`config.mk`:
```
export PLATFORM = sky130hd
export DESIGN_NAME = i2c_bus_monitor
export DESIGN_NICKNAME = d
export VERILOG_FILES = /design/src/rtl/i2c_mon_pkg.sv /design/src/rtl/i2c_mon_sync.sv /design/src/rtl/i2c_mon_cond_detect.sv /design/src/rtl/i2c_mon_busy_track.sv /design/src/rtl/i2c_mon_idle_gate.sv /design/src/rtl/i2c_bus_monitor.sv
export SDC_FILE = /design/constraint.sdc
export NUM_CORES = 1
export LEC_CHECK = 0
export CAP_MARGIN = 20
export CORE_MARGIN = 3
export CORE_UTILIZATION = 37
export DETAILED_ROUTE_END_ITERATION = 10
export PLACE_DENSITY = 0.83
export SETUP_SLACK_MARGIN = 0.1
export SYNTH_ARGS = -nofsm -noshare
export SYNTH_HDL_FRONTEND = slang
export SYNTH_HIERARCHICAL = 1
export SYNTH_SLANG_ARGS = --single-unit
```
`constraint.sdc`:
```
create_clock -name clk -period 2.4 [get_ports clk]
set_input_delay 0.48 -clock clk [delete_from_list [all_inputs] [get_ports clk]]
set_output_delay 0.48 -clock clk [all_outputs]
set_load 0.02 [all_outputs]
```
`src/rtl/i2c_mon_pkg.sv`:
```
package i2c_mon_pkg;

  localparam int BIT_BUS_BUSY   = 0;
  localparam int BIT_SLV_BUSY   = 2;
  localparam int BIT_SLV_READ   = 4;
  localparam int BIT_MST_READ   = 5;
  localparam int PACKED_W       = 8;

  // SDA falls while SCL is high across two consecutive samples.
  function automatic logic is_start(input logic scl_now, input logic scl_was,
                                    input logic sda_now, input logic sda_was);
    return scl_now & scl_was & sda_was & ~sda_now;
  endfunction

  // SDA rises while SCL is high across two consecutive samples.
  function automatic logic is_stop(input logic scl_now, input logic scl_was,
                                   input logic sda_now, input logic sda_was);
    return scl_now & scl_was & ~sda_was & sda_now;
  endfunction

  // Bus occupancy next-state: STOP frees, START or low SCL occupies.
  function automatic logic bus_next(input logic en, input logic start,
                                    input logic stop, input logic scl_low,
                                    input logic cur);
    if (!en)                  return 1'b0;
    else if (stop)            return 1'b0;
    else if (start | scl_low) return 1'b1;
    else                      return cur;
  endfunction

  function automatic logic [PACKED_W-1:0] pack_status(input logic bus_busy,
                                                      input logic slv_busy,
                                                      input logic slv_read,
                                                      input logic mst_rd);
    logic [PACKED_W-1:0] w;
    w = '0;
    w[BIT_BUS_BUSY] = bus_busy;
    w[BIT_SLV_BUSY] = slv_busy;
    w[BIT_SLV_READ] = slv_read;
    w[BIT_MST_READ] = mst_rd;
    return w;
  endfunction

endpackage

```
`src/rtl/i2c_mon_sync.sv`:
```
module i2c_mon_sync #(
  parameter int W      = 2,
  parameter int STAGES = 2,
  parameter logic [W-1:0] RST_VAL = '1
) (
  input  logic         clk,
  input  logic         rst_n,
  input  logic [W-1:0] d,
  output logic [W-1:0] q
);
  logic [W-1:0] stg [STAGES];

  for (genvar i = 0; i < STAGES; i++) begin : g_stage
    if (i == 0) begin : g_first
      always_ff @(posedge clk or negedge rst_n)
        if (!rst_n) stg[0] <= RST_VAL;
        else        stg[0] <= d;
    end else begin : g_next
      always_ff @(posedge clk or negedge rst_n)
        if (!rst_n) stg[i] <= RST_VAL;
        else        stg[i] <= stg[i-1];
    end
  end

  assign q = stg[STAGES-1];
endmodule

```
`src/rtl/i2c_mon_cond_detect.sv`:
```
module i2c_mon_cond_detect
  import i2c_mon_pkg::*;
(
  input  logic clk,
  input  logic rst_n,
  input  logic enable,
  input  logic scl_s,
  input  logic sda_s,
  output logic start_p,
  output logic stop_p,
  output logic scl_low
);
  logic scl_q, sda_q;

  always_ff @(posedge clk or negedge rst_n)
    if (!rst_n) begin
      scl_q <= 1'b1;
      sda_q <= 1'b1;
    end else begin
      scl_q <= scl_s;
      sda_q <= sda_s;
    end

  assign start_p = enable & is_start(scl_s, scl_q, sda_s, sda_q);
  assign stop_p  = enable & is_stop(scl_s, scl_q, sda_s, sda_q);
  assign scl_low = enable & ~scl_s;
endmodule

```
`src/rtl/i2c_mon_busy_track.sv`:
```
module i2c_mon_busy_track
  import i2c_mon_pkg::*;
(
  input  logic clk,
  input  logic rst_n,
  input  logic enable,
  input  logic start_p,
  input  logic stop_p,
  input  logic scl_low,
  input  logic addr_match,
  input  logic addr_rw,
  input  logic bus_error,
  output logic bus_busy,
  output logic slave_busy,
  output logic slave_read
);
  logic slv_clear;
  assign slv_clear = start_p | stop_p | bus_error;

  always_ff @(posedge clk or negedge rst_n)
    if (!rst_n) bus_busy <= 1'b0;
    else        bus_busy <= bus_next(enable, start_p, stop_p, scl_low, bus_busy);

  always_ff @(posedge clk or negedge rst_n)
    if (!rst_n) begin
      slave_busy <= 1'b0;
      slave_read <= 1'b0;
    end else if (!enable || slv_clear) begin
      slave_busy <= 1'b0;
      slave_read <= 1'b0;
    end else if (addr_match) begin
      slave_busy <= 1'b1;
      slave_read <= addr_rw;
    end
endmodule

```
`src/rtl/i2c_mon_idle_gate.sv`:
```
module i2c_mon_idle_gate (
  input  logic clk,
  input  logic rst_n,
  input  logic enable,
  input  logic bus_busy,
  input  logic req,
  output logic grant
);
  logic pend_q, want;
  assign want = pend_q | req;

  always_ff @(posedge clk or negedge rst_n)
    if (!rst_n) begin
      pend_q <= 1'b0;
      grant  <= 1'b0;
    end else begin
      grant  <= enable & want & ~bus_busy;
      pend_q <= enable & want & bus_busy;
    end
endmodule

```
`src/rtl/i2c_bus_monitor.sv`:
```
module i2c_bus_monitor
  import i2c_mon_pkg::*;
#(
  parameter int SYNC_STAGES = 2,
  parameter int STATUS_W    = 32
) (
  input  logic                clk,
  input  logic                rst_n,
  input  logic                enable,
  input  logic                scl_in,
  input  logic                sda_in,
  input  logic                addr_match,
  input  logic                addr_rw,
  input  logic                bus_error,
  input  logic                mst_read,
  input  logic                idle_start_req,
  output logic                start_det_o,
  output logic                stop_det_o,
  output logic                idle_start_grant_o,
  output logic [STATUS_W-1:0] status_o
);
  localparam int LINES = 2;

  logic [LINES-1:0] lines_s;
  logic scl_s, sda_s;
  logic start_p, stop_p, scl_low;
  logic bus_busy, slave_busy, slave_read;
  logic mst_rd_q, grant;

  i2c_mon_sync #(.W(LINES), .STAGES(SYNC_STAGES), .RST_VAL(2'b11)) u_sync (
    .clk(clk), .rst_n(rst_n), .d({scl_in, sda_in}), .q(lines_s)
  );
  assign scl_s = lines_s[1];
  assign sda_s = lines_s[0];

  i2c_mon_cond_detect u_det (
    .clk(clk), .rst_n(rst_n), .enable(enable), .scl_s(scl_s), .sda_s(sda_s),
    .start_p(start_p), .stop_p(stop_p), .scl_low(scl_low)
  );

  i2c_mon_busy_track u_busy (
    .clk(clk), .rst_n(rst_n), .enable(enable), .start_p(start_p),
    .stop_p(stop_p), .scl_low(scl_low), .addr_match(addr_match),
    .addr_rw(addr_rw), .bus_error(bus_error), .bus_busy(bus_busy),
    .slave_busy(slave_busy), .slave_read(slave_read)
  );

  i2c_mon_idle_gate u_gate (
    .clk(clk), .rst_n(rst_n), .enable(enable), .bus_busy(bus_busy),
    .req(idle_start_req), .grant(grant)
  );

  always_ff @(posedge clk or negedge rst_n)
    if (!rst_n) mst_rd_q <= 1'b0;
    else        mst_rd_q <= enable & mst_read;

  assign start_det_o        = start_p;
  assign stop_det_o         = stop_p;
  assign idle_start_grant_o = grant;
  assign status_o = STATUS_W'(pack_status(bus_busy, slave_busy, slave_read, mst_rd_q));
endmodule

```
# [Yosys cells after proc, flatten, opt, wreduce, memory -nomap -nowiden]
# Index checks and enable logic that the tools add are counted.
[totals] regBits=12 latchBits=0 ramBits=0 romBits=0 in_bits=10 wordCells=41 memories=0
[classes] n_addsub=0 mul=0 div=0 order_cmp=0 n_eq_ne=1 shift=0 muxes=7 bitwise_logic=20 n_reduce_logical=3
[ops] cell="$and 1x1->1" n=12
[ops] cell="$mux 1" n=7
[ops] cell="$not 1->1" n=4
[ops] cell="$or 1x1->1" n=4
[ops] cell="$ne 3x1->1 const B" n=1
[ops] cell="$reduce_bool 2->1" n=1
[ops] cell="$logic_not 1->1" n=1
[ops] cell="$logic_or 1x1->1" n=1

# [Logic depth before layout (Yosys ltp)]
# Gate-level depths: netlist of run 1.
[depth] word_depth=8 ltp_mapped=5 depth_no_buf=4

# [Cells and area by module]
# The synthesis of run 1 kept the hierarchy.
[modules_own_cells] mod="i2c_bus_monitor" n_inst=1 cells_per_inst=35 area_each_um2=275.3 seq_area_each_um2=25.0
[modules_own_cells] mod="i2c_mon_busy_track" n_inst=1 cells_per_inst=9 area_each_um2=126.4 seq_area_each_um2=75.1
[modules_own_cells] mod="i2c_mon_sync" n_inst=1 cells_per_inst=6 area_each_um2=120.1 seq_area_each_um2=105.1
[modules_own_cells] mod="i2c_mon_cond_detect" n_inst=1 cells_per_inst=6 area_each_um2=96.3 seq_area_each_um2=52.6
[modules_own_cells] mod="i2c_mon_idle_gate" n_inst=1 cells_per_inst=6 area_each_um2=70.1 seq_area_each_um2=50.0

# [Least setup slack after synthesis of run 1]
# OpenSTA, ideal clock, no wires.
[synth_path] path_kind="reg2out" from="register u_sync.stg, in the netlist u_sync/q[1]" to="output port start_det_o" arrival_time_ns=1.117 path_slack_ns=0.803 path_stages_with_launch=4 n_path_buf=1 path_cell_list="dfstp_2 > buf_4 > nand3_2 > nor3b_2"
[synth_between] elab_chain_len=4
[synth_rtl] element="from (decl)" line_no="i2c_mon_sync.sv:11" text="logic [W-1:0] stg [STAGES];"
[synth_rtl] element="from (signal, indexed assignment)" line_no="i2c_mon_sync.sv:21" text="else stg[i] <= stg[i-1];"
[synth_rtl] element="$and 1x1->1 (3 in series)" line_no="i2c_mon_pkg.sv:12" text="return scl_now & scl_was & sda_was & ~sda_now;"
[synth_rtl] element="$and 1x1->1" line_no="i2c_mon_cond_detect.sv:24" text="assign start_p = enable & is_start(scl_s, scl_q, sda_s, sda_q);"
[synth_rtl] element="to (decl)" line_no="i2c_bus_monitor.sv:17" text="output logic start_det_o,"
# Every way passes these cells.

# [Worst setup path in the final report of run 1]
[layout_path] from="input port enable" to="output port start_det_o"
[layout_between] elab_chain_len=1
[layout_rtl] element="from (decl)" line_no="i2c_bus_monitor.sv:9" text="input logic enable,"
[layout_rtl] element="$and 1x1->1" line_no="i2c_mon_cond_detect.sv:24"
# Every way passes these cells.

==> metrics, run 1 <==
result of the run=complete, no violations; average footprint of a synthesized cell=11.10 um2; DRC errors left=0; sequential-to-total area share from yosys stat=0.4473; number of register bits inferred by synthesis=12; IO Pins=45; signed area change from the synthesized netlist to the final layout=13.45%; Achievable Freq=0.4622 GHz; Critical path buffers and inverters=2; full die area=2413 um2; via count of the first global-routing pass=352; kind of critical path=input pin to output port; number of hold violations in the final report=0; Post-Syn Instances=62; Critical Path AT=1680 ps; Final ANT Viol Nets=0; Setup Buffers After CTS=0; P per Cell Area=602.9 nW/um2; antenna violations before repair=0; number of flops mapped to enable cells by yosys=0; Post-Route WL=986 um; Leakage Power=0.3783 nW; worst max-slew margin expressed relative to the limit=0.6521; maximum clock skew at final layout=1.307 ps; Tcrit/Tclk final=0.9016; floorplan die height=49.13 um; mapped cell area=688.2 um2; horizontal die dimension=49.13 um; maximum capacitance violations=0; Placeable Area=1629 um2; most used standard cells in the synthesized netlist=sky130_fd_sc_hd__buf_4 (34), sky130_fd_sc_hd__dfrtp_1 (6), sky130_fd_sc_hd__dfstp_2 (6), sky130_fd_sc_hd__nor2_1 (2), sky130_fd_sc_hd__nor3b_2 (2); number of gates given a new drive strength after cts=2; synth top area cells=sky130_fd_sc_hd__buf_4 (37%), sky130_fd_sc_hd__dfstp_2 (23%), sky130_fd_sc_hd__dfrtp_1 (22%), sky130_fd_sc_hd__nor3b_2 (3.6%), sky130_fd_sc_hd__nor4b_2 (2.2%); most frequent cell after synthesis=sky130_fd_sc_hd__buf_4; DR pass1 iterations=4; CTS Buf Count=3; clock latency at the later pin of the worst-skew pair=270 ps; global router's overall resource usage=0.07900; CTS sink cnt=12; Worst path depth=4; CP endpoint kind=output port; number of placement rows=14; data required time of the critical path=1920 ps; setup repair after global routing missed its margin=false; gpl congestion=0.6804; initial core utilization=0.4224; number of nets at the end of the flow=89; number of warning messages in the yosys log=6; largest net degree at the start of global routing=13; Cells on Worst Hold Path=0; global-route wire length before repair=1435 um; maximum vdd drop=0.3652 mV; count of input and output buffers=16; quantity of hold-fixing buffers added after cts=0; GR Overflow Total=0; DRC marker count from the first detailed-route iteration=3; type of the tightest min-delay check=flop to flop; drt via density=3.539; vias=361; fin. max-slew vios=0; detailed-placement wirelength estimate=808.9 um; buffer levels on the longest clock path=2; cell family contributing the most delay on the critical path=buffers and inverters; Slowest-stage cell, CP=sky130_fd_sc_hd__clkdlybuf4s50_1; count of final setup violators=0; fraction of layout instances using a drive strength above 1=0.2436; Antenna diodes=0; fillers=171; minimum period implied by the final worst setup slack=2164 ps; actual slew at the worst max-slew pin=520.2 ps; primary flip-flop cell chosen by synthesis mapping=sky130_fd_sc_hd__dfstp_2; Synth area leader=sky130_fd_sc_hd__buf_4; CTS tree=yes; Max H-tree Level=1; placed standard-cell area=747.0 um2; Total Power=0.4707 mW; distinct cell type count of the synthesized netlist=17; clock-pin slew on the worst setup and hold paths=70 ps; summed area of non-filler cells in the final layout=780.7 um2; nature of the critical path startpoint=input pin; fraction of synthesized cell area taken by the top area cell type=0.3709; cells along the critical path=clkdlybuf4s50_1 -> nand3_2 -> nor3b_2 -> dlygate4sd2_1; slowest cell delay on critical path=500 ps; highest net fanout along the worst path=2; WL/cell=9.667 um; proportion of register bits with asynchronous set or reset after synthesis=1.000; Worst Reg2Reg Path Length in Cells=5; Sum Neg Setup Slack=0 ps; cell at the root of the clock tree=sky130_fd_sc_hd__clkbuf_4
[worst register-to-register path: stages, from the launching register on]
cell and delay, ps:
sky130_fd_sc_hd__dfstp_2 550, sky130_fd_sc_hd__nand3_2 100, sky130_fd_sc_hd__nor3b_2 240, sky130_fd_sc_hd__buf_4 150, sky130_fd_sc_hd__nor3_1 40, sky130_fd_sc_hd__nor3b_1 180
[where the power goes]
part,internal (mW),leakage [nW],switching (mW)
Combinational,0.0297,0.214,0.0599
Sequential,0.216,0.143,0.00608
Clock,0.0921,0.0210,0.0665
Total,0.338,0.378,0.132
[layer usage]
metal / GRT usage / part of all wire / wire length [um] / up-vias
met5: 0 / 0 / 0 / -
met4: 0.05687 / 0.010 / 10 / 0
met3: 0.03364 / 0.15 / 147 / 2
met2: 0.1339 / 0.52 / 512 / 35
met1: 0.07561 / 0.32 / 317 / 160
li1: - / - / - / 164
[placed cells by master, fill, tap and decap left out]
cell | Yosys | layout
sky130_fd_sc_hd__conb_1 | 1 | 28
sky130_fd_sc_hd__dfrtp_1 | 6 | 6
sky130_fd_sc_hd__nor3_1 | 1 | 1
sky130_fd_sc_hd__dfstp_2 | 6 | 6
sky130_fd_sc_hd__clkbuf_8 | 0 | 1
sky130_fd_sc_hd__nor4b_2 | 1 | 1
sky130_fd_sc_hd__dlygate4sd2_1 | 0 | 2
sky130_fd_sc_hd__o21ai_2 | 1 | 1
sky130_fd_sc_hd__buf_4 | 34 | 3
sky130_fd_sc_hd__nor2_1 | 2 | 2
sky130_fd_sc_hd__clkdlybuf4s50_1 | 0 | 14
sky130_fd_sc_hd__nor3b_2 | 2 | 2
sky130_fd_sc_hd__and2_1 | 1 | 1
sky130_fd_sc_hd__nand3_2 | 1 | 1
sky130_fd_sc_hd__inv_1 | 1 | 1
sky130_fd_sc_hd__nor3b_1 | 1 | 1
sky130_fd_sc_hd__clkbuf_4 | 0 | 3
sky130_fd_sc_hd__o21a_1 | 1 | 1
sky130_fd_sc_hd__mux2i_1 | 1 | 1
sky130_fd_sc_hd__nor2b_1 | 1 | 1
sky130_fd_sc_hd__and2b_2 | 1 | 1
[sequential cells by signal (all words and copies together), names as in the netlist]
register / flops
u_sync/q: 2
u_gate/grant: 1
u_busy/bus_busy: 1
u_busy/slave_busy: 1
u_gate/pend_q: 1
mst_rd_q: 1
u_det/sda_q: 1
u_busy/slave_read: 1
u_sync/stg: 2
u_det/scl_q: 1
[cell families after synthesis]
| family | share of synthesized area |
|---|---|
| compound gates | 0.02364 |
| buf+inv | 0.3764 |
| flops | 0.4473 |
| mux | 0.01455 |
| other cells | 0.005449 |
| simple gates | 0.1327 |
[stage by stage]
step	utilization	hold slack (ps)	std cells	setup slack [ps]
final	0.4793	357.2	102	236.2
after global routing	0.4793	361.6	102	179.6
after CTS	0.4793	357.9	102	234.3
after detailed placement	0.4585	349.5	98	-23.95
after global placement	0.4585	346.3	98	22.69
after floorplan	-	184.4	89	803.0
[layout make-up]
cell class | count | area (um2) | share of cell area
tap | 24 | 30.03 | 0.03846
clock buffer | 4 | 36.28 | 0.04647
sequential | 12 | 307.8 | 0.3942
inverter | 1 | 3.754 | 0.004808
timing repair buffer | 19 | 180.2 | 0.2308
multi-input combinational | 42 | 222.7 | 0.2853
[path summary, 6_finish.rpt]
path                       slack, ps     startpoint              end
min                              360  u_sync/stg[2]      u_sync/q[0]
min reg2reg                      360  u_sync/stg[2]      u_sync/q[0]
min in group asynchronous        550          rst_n    u_gate/pend_q
max in group asynchronous       1490          rst_n      u_det/scl_q
max reg2reg                     1060    u_sync/q[1]  u_busy/bus_busy
max                              240         enable      start_det_o
(Power assumes the default switching activity.)
==> run 2, diff against run 1 <==
Settings changed: CORE_UTILIZATION 37 to 31, PLACE_DENSITY 0.83 to 0.74.
Clock period 2.4 ns to 1.8 ns, I/O delays scaled along.
==> run 2 against run 1 <==
Against the previous run:
- global-route usage is 0.25 points lower
- cell count grew 4.9%
- non-clock buffer count increased by 2
- critical path depth is 1 lower
- first-iteration DRC count unchanged
- critical path type is now flop to output port
==> metrics, run 2 (synthesis gave the netlist of run 1 again) <==
vias=356 (was 361); buffer levels on the longest clock path=2 (unchanged); maximum clock skew at final layout=1.614 ps (was 1.307 ps); DR pass1 iterations=6 (was 4); Critical path buffers and inverters=1 (was 2); initial core utilization=0.3403 (was 0.4224); type of the tightest min-delay check=flop to flop (unchanged); CTS sink cnt=12 (unchanged); Leakage Power=0.3958 nW (was 0.3783 nW); clock-pin slew on the worst setup and hold paths=70 ps (about the same); number of nets at the end of the flow=91 (was 89); largest net degree at the start of global routing=13 (unchanged); GR Overflow Total=0 (unchanged); minimum period implied by the final worst setup slack=1662 ps; commonest cells after routing, fill and taps aside=sky130_fd_sc_hd__conb_1 (28), sky130_fd_sc_hd__clkdlybuf4s50_1 (12), sky130_fd_sc_hd__buf_4 (7) (was sky130_fd_sc_hd__conb_1 (28), sky130_fd_sc_hd__clkdlybuf4s50_1 (14), sky130_fd_sc_hd__dfrtp_1 (6), sky130_fd_sc_hd__dfstp_2 (6)); hold slack final=357.8 ps (was 357.2 ps); CP endpoint kind=output port (unchanged); clock latency at the later pin of the worst-skew pair=270 ps (about the same); full die area=2821 um2 (was 2413 um2); detailed-placement wirelength estimate=844.5 um (was 808.9 um); Final ANT Viol Nets=0 (unchanged); actual slew at the worst max-slew pin=498.9 ps (was 520.2 ps); floorplan die height=53.12 um (was 49.13 um); quantity of hold-fixing buffers added after cts=0 (unchanged); Cells on Worst Hold Path=0 (unchanged); DRC errors left=0 (unchanged); via count of the first global-routing pass=328 (was 352); WL/cell=9.561 um (was 9.667 um); gpl congestion=0.6574 (was 0.6804); maximum capacitance violations=0 (unchanged); maximum vdd drop=0.4666 mV (was 0.3652 mV); DRC marker count from the first detailed-route iteration=3 (unchanged); launching point of the worst reg2reg path=u_sync/q[1] (unchanged); number of hold violations in the final report=0 (unchanged); CTS tree=yes (unchanged); global-route wire length before repair=1435 um (unchanged); IO Pins=45 (unchanged); Worst Hold Launch=u_sync/stg[2] (unchanged); nature of the critical path startpoint=flop (was input pin); slowest cell delay on critical path=550 ps (was 500 ps); Placeable Area=2022 um2 (was 1629 um2); Slowest-stage cell, CP=sky130_fd_sc_hd__dfstp_2 (was sky130_fd_sc_hd__clkdlybuf4s50_1); cell family contributing the most delay on the critical path=flip-flops (was buffers and inverters); Sum Neg Setup Slack=0 ps (unchanged); count of final setup violators=0 (unchanged); Post-Route WL=1023 um (was 986 um); Antenna diodes=0 (unchanged); fillers=206 (was 171); count of input and output buffers=16 (unchanged); Final Non-Filler Cells=107 (was 102); number of placement rows=16 (was 14); setup repair after global routing missed its margin=true (was false); fraction of layout instances using a drive strength above 1=0.2875 (was 0.2436); P per Cell Area=787.1 nW/um2 (was 602.9 nW/um2); reg2reg end=u_busy/bus_busy (unchanged); drt via density=3.327 (was 3.539); kind of critical path=flop to output port (was input pin to output port); global router's overall resource usage=0.07647 (was 0.07900); end of the worst hold path=u_sync/q[0] (unchanged); result of the run=complete, no violations (unchanged); antenna violations before repair=0 (unchanged); Worst Reg2Reg Path Length in Cells=6 (was 5); cell at the root of the clock tree=sky130_fd_sc_hd__clkbuf_4 (unchanged); highest net fanout along the worst path=2 (unchanged); cells along the critical path=nand3_2 -> nor3b_2 -> buf_4 (was clkdlybuf4s50_1 -> nand3_2 -> nor3b_2 -> dlygate4sd2_1); CTS Buf Count=3 (unchanged); Total Power=0.6283 mW (was 0.4707 mW); data required time of the critical path=1440 ps (was 1920 ps); worst max-slew margin expressed relative to the limit=0.6664 (was 0.6521); most common cell after layout, fill and taps aside=sky130_fd_sc_hd__conb_1 (unchanged); internal reg-to-reg setup slack=300 ps (was 1060 ps); horizontal die dimension=53.12 um (was 49.13 um); Critical Path AT=1300 ps (was 1680 ps); fin. max-slew vios=0 (unchanged); Max H-tree Level=1 (unchanged); Worst path depth=3 (was 4); cell count after placement=101 (was 98); Tcrit/Tclk final=0.9235; signed area change from the synthesized netlist to the final layout=16.00% (was 13.45%); Achievable Freq=0.6016 GHz
[run 2: changes by cell type in the layout (fill, tap and decap cells not counted), sizes merged]
cell and change:
dlymetal6s2s +1, clkdlybuf4s50 -2, dlygate4sd2 -1, buf +4
[run 2: worst max path at each step]
stage                 from              end  slack (ps)
2_1_floorplan  u_sync/q[1]  u_busy/bus_busy         310
3_3_place_gp        enable      start_det_o        -330
3_5_place_dp        enable      start_det_o        -370
4_1_cts             enable      start_det_o         100
5_1_grt        u_sync/q[1]      start_det_o          80
6_report       u_sync/q[1]       stop_det_o         140
[run 2: repair_timing]
action,CTS,global route
setup endpoints to repair,3,2
pin swaps,1,2
setup buffers,0,2
gates resized for setup,11,1
hold endpoints to repair,0,0
[run 2: area by class of cell]
class                           instances  area [um2]  share of cell area
Timing Repair Buffer                   21       193.9              0.2429
Multi-Input combinational cell         42       222.7              0.2790
Inverter                                1       3.754            0.004702
Sequential cell                        12       307.8              0.3856
Tap cell                               27       33.78             0.04232
Clock buffer                            4       36.28             0.04545
[run 2: report_power, final]
group,switching [mW],internal [mW]
clock,0.0875,0.123
sequential,0.00839,0.289
combinational,0.0807,0.0400
total,0.177,0.452
[run 2: through the flow]
stage | utilization | cell area [um2] | setup slack, ps
6_report | 0.3948 | 798.3 | 137.7
5_1_grt | 0.3948 | 798.3 | 75.57
4_1_cts | 0.3861 | 780.7 | 101.0
3_5_place_dp | 0.3713 | 750.7 | -369.0
3_3_place_gp | 0.3713 | 750.7 | -327.6
2_1_floorplan | - | 789.5 | 310.9
[run 2: metal layers]
layer  GRT usage  share of wire  up-vias
met5           0              0        -
met4     0.08936         0.0098        0
met3     0.02535           0.12        2
met2      0.1260           0.52       26
met1     0.06655           0.35      159
li1            -              -      169
==> run 3, diff against run 2 <==
Settings changed: CAP_MARGIN 20 to 30, CORE_UTILIZATION 31 to 35, PLACE_DENSITY 0.74 to 0.79.
Clock period 1.8 ns to 1.6 ns, I/O delays scaled along.
==> run 3 against run 2 <==
Against the previous run:
- the flow now finishes with violations (setup timing)
- combinational power increased by 13%
- clock power fell by 9.5%
- non-clock buffer count did not move
- routed wire length grew 2.3%
- critical endpoint unchanged
- largest cell class unchanged
==> metrics, run 3 (synthesis gave the netlist of run 1 again) <==
Tcrit/Tclk final=1.015; number of hold violations in the final report=0 (unchanged); Leakage Power=0.4074 nW (was 0.3958 nW); CP endpoint kind=output port (unchanged); WL/cell=9.971 um (was 9.561 um); result of the run=finished, violations left (was complete, no violations); vias=365 (was 356); antenna violations before repair=0 (unchanged); post-route worst setup slack=-23.26 ps (was 137.7 ps); type of the tightest min-delay check=flop to flop (unchanged); Placeable Area=1783 um2 (was 2022 um2); GR Overflow Total=0 (unchanged); floorplan die height=50.34 um (was 53.12 um); area occupied by multi-input gates=242.7 um2 (was 222.7 um2); number of nets at the end of the flow=91 (unchanged); worst max-slew margin expressed relative to the limit=0.6429 (was 0.6664); summed area of non-filler cells in the final layout=804.5 um2 (was 798.3 um2); signed area change from the synthesized netlist to the final layout=16.91% (was 16.00%); commonest cells after routing, fill and taps aside=sky130_fd_sc_hd__conb_1 (28), sky130_fd_sc_hd__clkdlybuf4s50_1 (8), sky130_fd_sc_hd__dlygate4sd2_1 (6), sky130_fd_sc_hd__dfrtp_1 (6), sky130_fd_sc_hd__dfstp_2 (6) (was sky130_fd_sc_hd__conb_1 (28), sky130_fd_sc_hd__clkdlybuf4s50_1 (12), sky130_fd_sc_hd__buf_4 (7)); global router's overall resource usage=0.08557 (was 0.07647); worst setup path endpoint=stop_det_o (unchanged); global-route wire length before repair=1545 um (was 1435 um); detailed-placement wirelength estimate=796.3 um (was 844.5 um); IO Pins=45 (unchanged); count of final setup violators=2 (was 0); data required time of the critical path=1280 ps (was 1440 ps); CTS Buf Count=3 (unchanged); kind of critical path=flop to output port (unchanged); number of placement rows=15 (was 16); clock-pin slew on the worst setup and hold paths=80 ps (was 70 ps); largest net degree at the start of global routing=13 (unchanged); Max H-tree Level=1 (unchanged); Critical Path AT=1300 ps (about the same); Total Power=0.6627 mW (was 0.6283 mW); Achievable Freq=0.6160 GHz; actual slew at the worst max-slew pin=534.0 ps (was 498.9 ps); horizontal die dimension=50.34 um (was 53.12 um); hold slack final=357.8 ps (about the same); P per Cell Area=823.7 nW/um2 (was 787.1 nW/um2); setup repair after global routing missed its margin=true (unchanged); full die area=2534 um2 (was 2821 um2); maximum clock skew at final layout=9.615 ps (was 1.614 ps); initial core utilization=0.3860 (was 0.3403); DR pass1 iterations=4 (was 6); maximum vdd drop=0.4029 mV (was 0.4666 mV); fillers=178 (was 206); Post-Place Setup Slack=-584.4 ps (was -369.0 ps); CTS sink cnt=12 (unchanged); via count of the first global-routing pass=327 (was 328); drt via density=3.476 (was 3.327); reg2reg end=u_busy/slave_read (was u_busy/bus_busy); gpl congestion=0.6968 (was 0.6574); Antenna diodes=0 (unchanged); Worst Reg2Reg Path Length in Cells=5 (was 6); Crit. Startpoint=u_det/scl_q (was u_sync/q[1]); failing checks=setup timing; Final ANT Viol Nets=0 (unchanged); internal reg-to-reg setup slack=280 ps (was 300 ps); buffer levels on the longest clock path=2 (unchanged); nature of the critical path startpoint=flop (unchanged); placed standard-cell area=748.2 um2 (was 750.7 um2); DRC errors left=0 (unchanged); maximum capacitance violations=0 (unchanged); cell at the root of the clock tree=sky130_fd_sc_hd__clkbuf_4 (unchanged); fraction of layout instances using a drive strength above 1=0.2750 (was 0.2875); DRC marker count from the first detailed-route iteration=1 (was 3); launching point of the worst reg2reg path=u_sync/q[0] (was u_sync/q[1]); clock latency at the later pin of the worst-skew pair=270 ps (about the same); count of input and output buffers=16 (unchanged); highest net fanout along the worst path=2 (unchanged); Sequential Area=307.8 um2 (unchanged); Post-Route WL=1047 um (was 1023 um); CTS tree=yes (unchanged); fin. max-slew vios=0 (unchanged); most common cell after layout, fill and taps aside=sky130_fd_sc_hd__conb_1 (unchanged); cell count after placement=99 (was 101); Final Non-Filler Cells=105 (was 107); minimum period implied by the final worst setup slack=1623 ps
## run 3: changes by cell type in the layout (fill, tap and decap cells not counted), moves of 2 or more
cell                              delta
sky130_fd_sc_hd__dlygate4sd2_1       +5
sky130_fd_sc_hd__nor3b_4             +2
sky130_fd_sc_hd__buf_6               +2
sky130_fd_sc_hd__nor3b_2             -2
sky130_fd_sc_hd__buf_4               -2
sky130_fd_sc_hd__clkdlybuf4s50_1     -4
## run 3: how the worst min path moves through the flow
stage,from,endpoint,cells after the start
2_1_floorplan,rst_n,mst_rd_q,0
3_3_place_gp,u_sync/stg[3],u_sync/q[1],0
3_5_place_dp,u_sync/stg[2],u_sync/q[0],0
4_1_cts,u_sync/stg[2],u_sync/q[0],0
5_1_grt,u_sync/stg[3],u_sync/q[1],0
6_report,u_sync/stg[2],u_sync/q[0],0
## run 3: worst max-delay path, cell delays in order, from the launching register on
cell and delay (ps):
sky130_fd_sc_hd__dfstp_2 550, sky130_fd_sc_hd__nand3_4 100, sky130_fd_sc_hd__nor3b_4 230, sky130_fd_sc_hd__buf_6 150
## run 3: metal layers
layer  routed length, um  track usage  vias to the layer above
li1                    -            -                      169
met1                 318      0.08163                      170
met2                 584       0.1500                       26
met3                 144      0.05341                        0
met4                   0      0.02691                        0
met5                   0            0                        -
## run 3: cell type report
| cell class | instances | share of cell area |
|---|---|---|
| Multi-Input combinational cell | 42 | 0.3017 |
| Tap cell | 25 | 0.03888 |
| Clock buffer | 4 | 0.03266 |
| Inverter | 1 | 0.004666 |
| Sequential cell | 12 | 0.3826 |
| Timing Repair Buffer | 21 | 0.2395 |
## run 3: what timing repair did
action / 4_1_cts / 5_1_grt
hold buffers: 0 / 0
endpoints found under the hold margin: 0 / 0
buffers inserted: 2 / 0
pin swaps: 3 / 2
resized for setup: 19 / 2
setup endpoints to repair: 7 / 2
## run 3: stage by stage
| step | utilization | setup TNS [ps] |
|---|---|---|
| 6_report | 0.4512 | -28.06 |
| 5_1_grt | 0.4512 | -164.7 |
| 4_1_cts | 0.4456 | -55.66 |
| 3_5_place_dp | 0.4196 | -1084 |
| 3_3_place_gp | 0.4196 | -1062 |
| 2_1_floorplan | - | 0 |
## run 3: where the power goes
part | total, mW | internal [mW] | switching (mW) | leakage, nW
Clock | 0.191 | 0.0965 | 0.0942 | 0.0150
Combinational | 0.137 | 0.0444 | 0.0929 | 0.249
Sequential | 0.335 | 0.325 | 0.00988 | 0.143
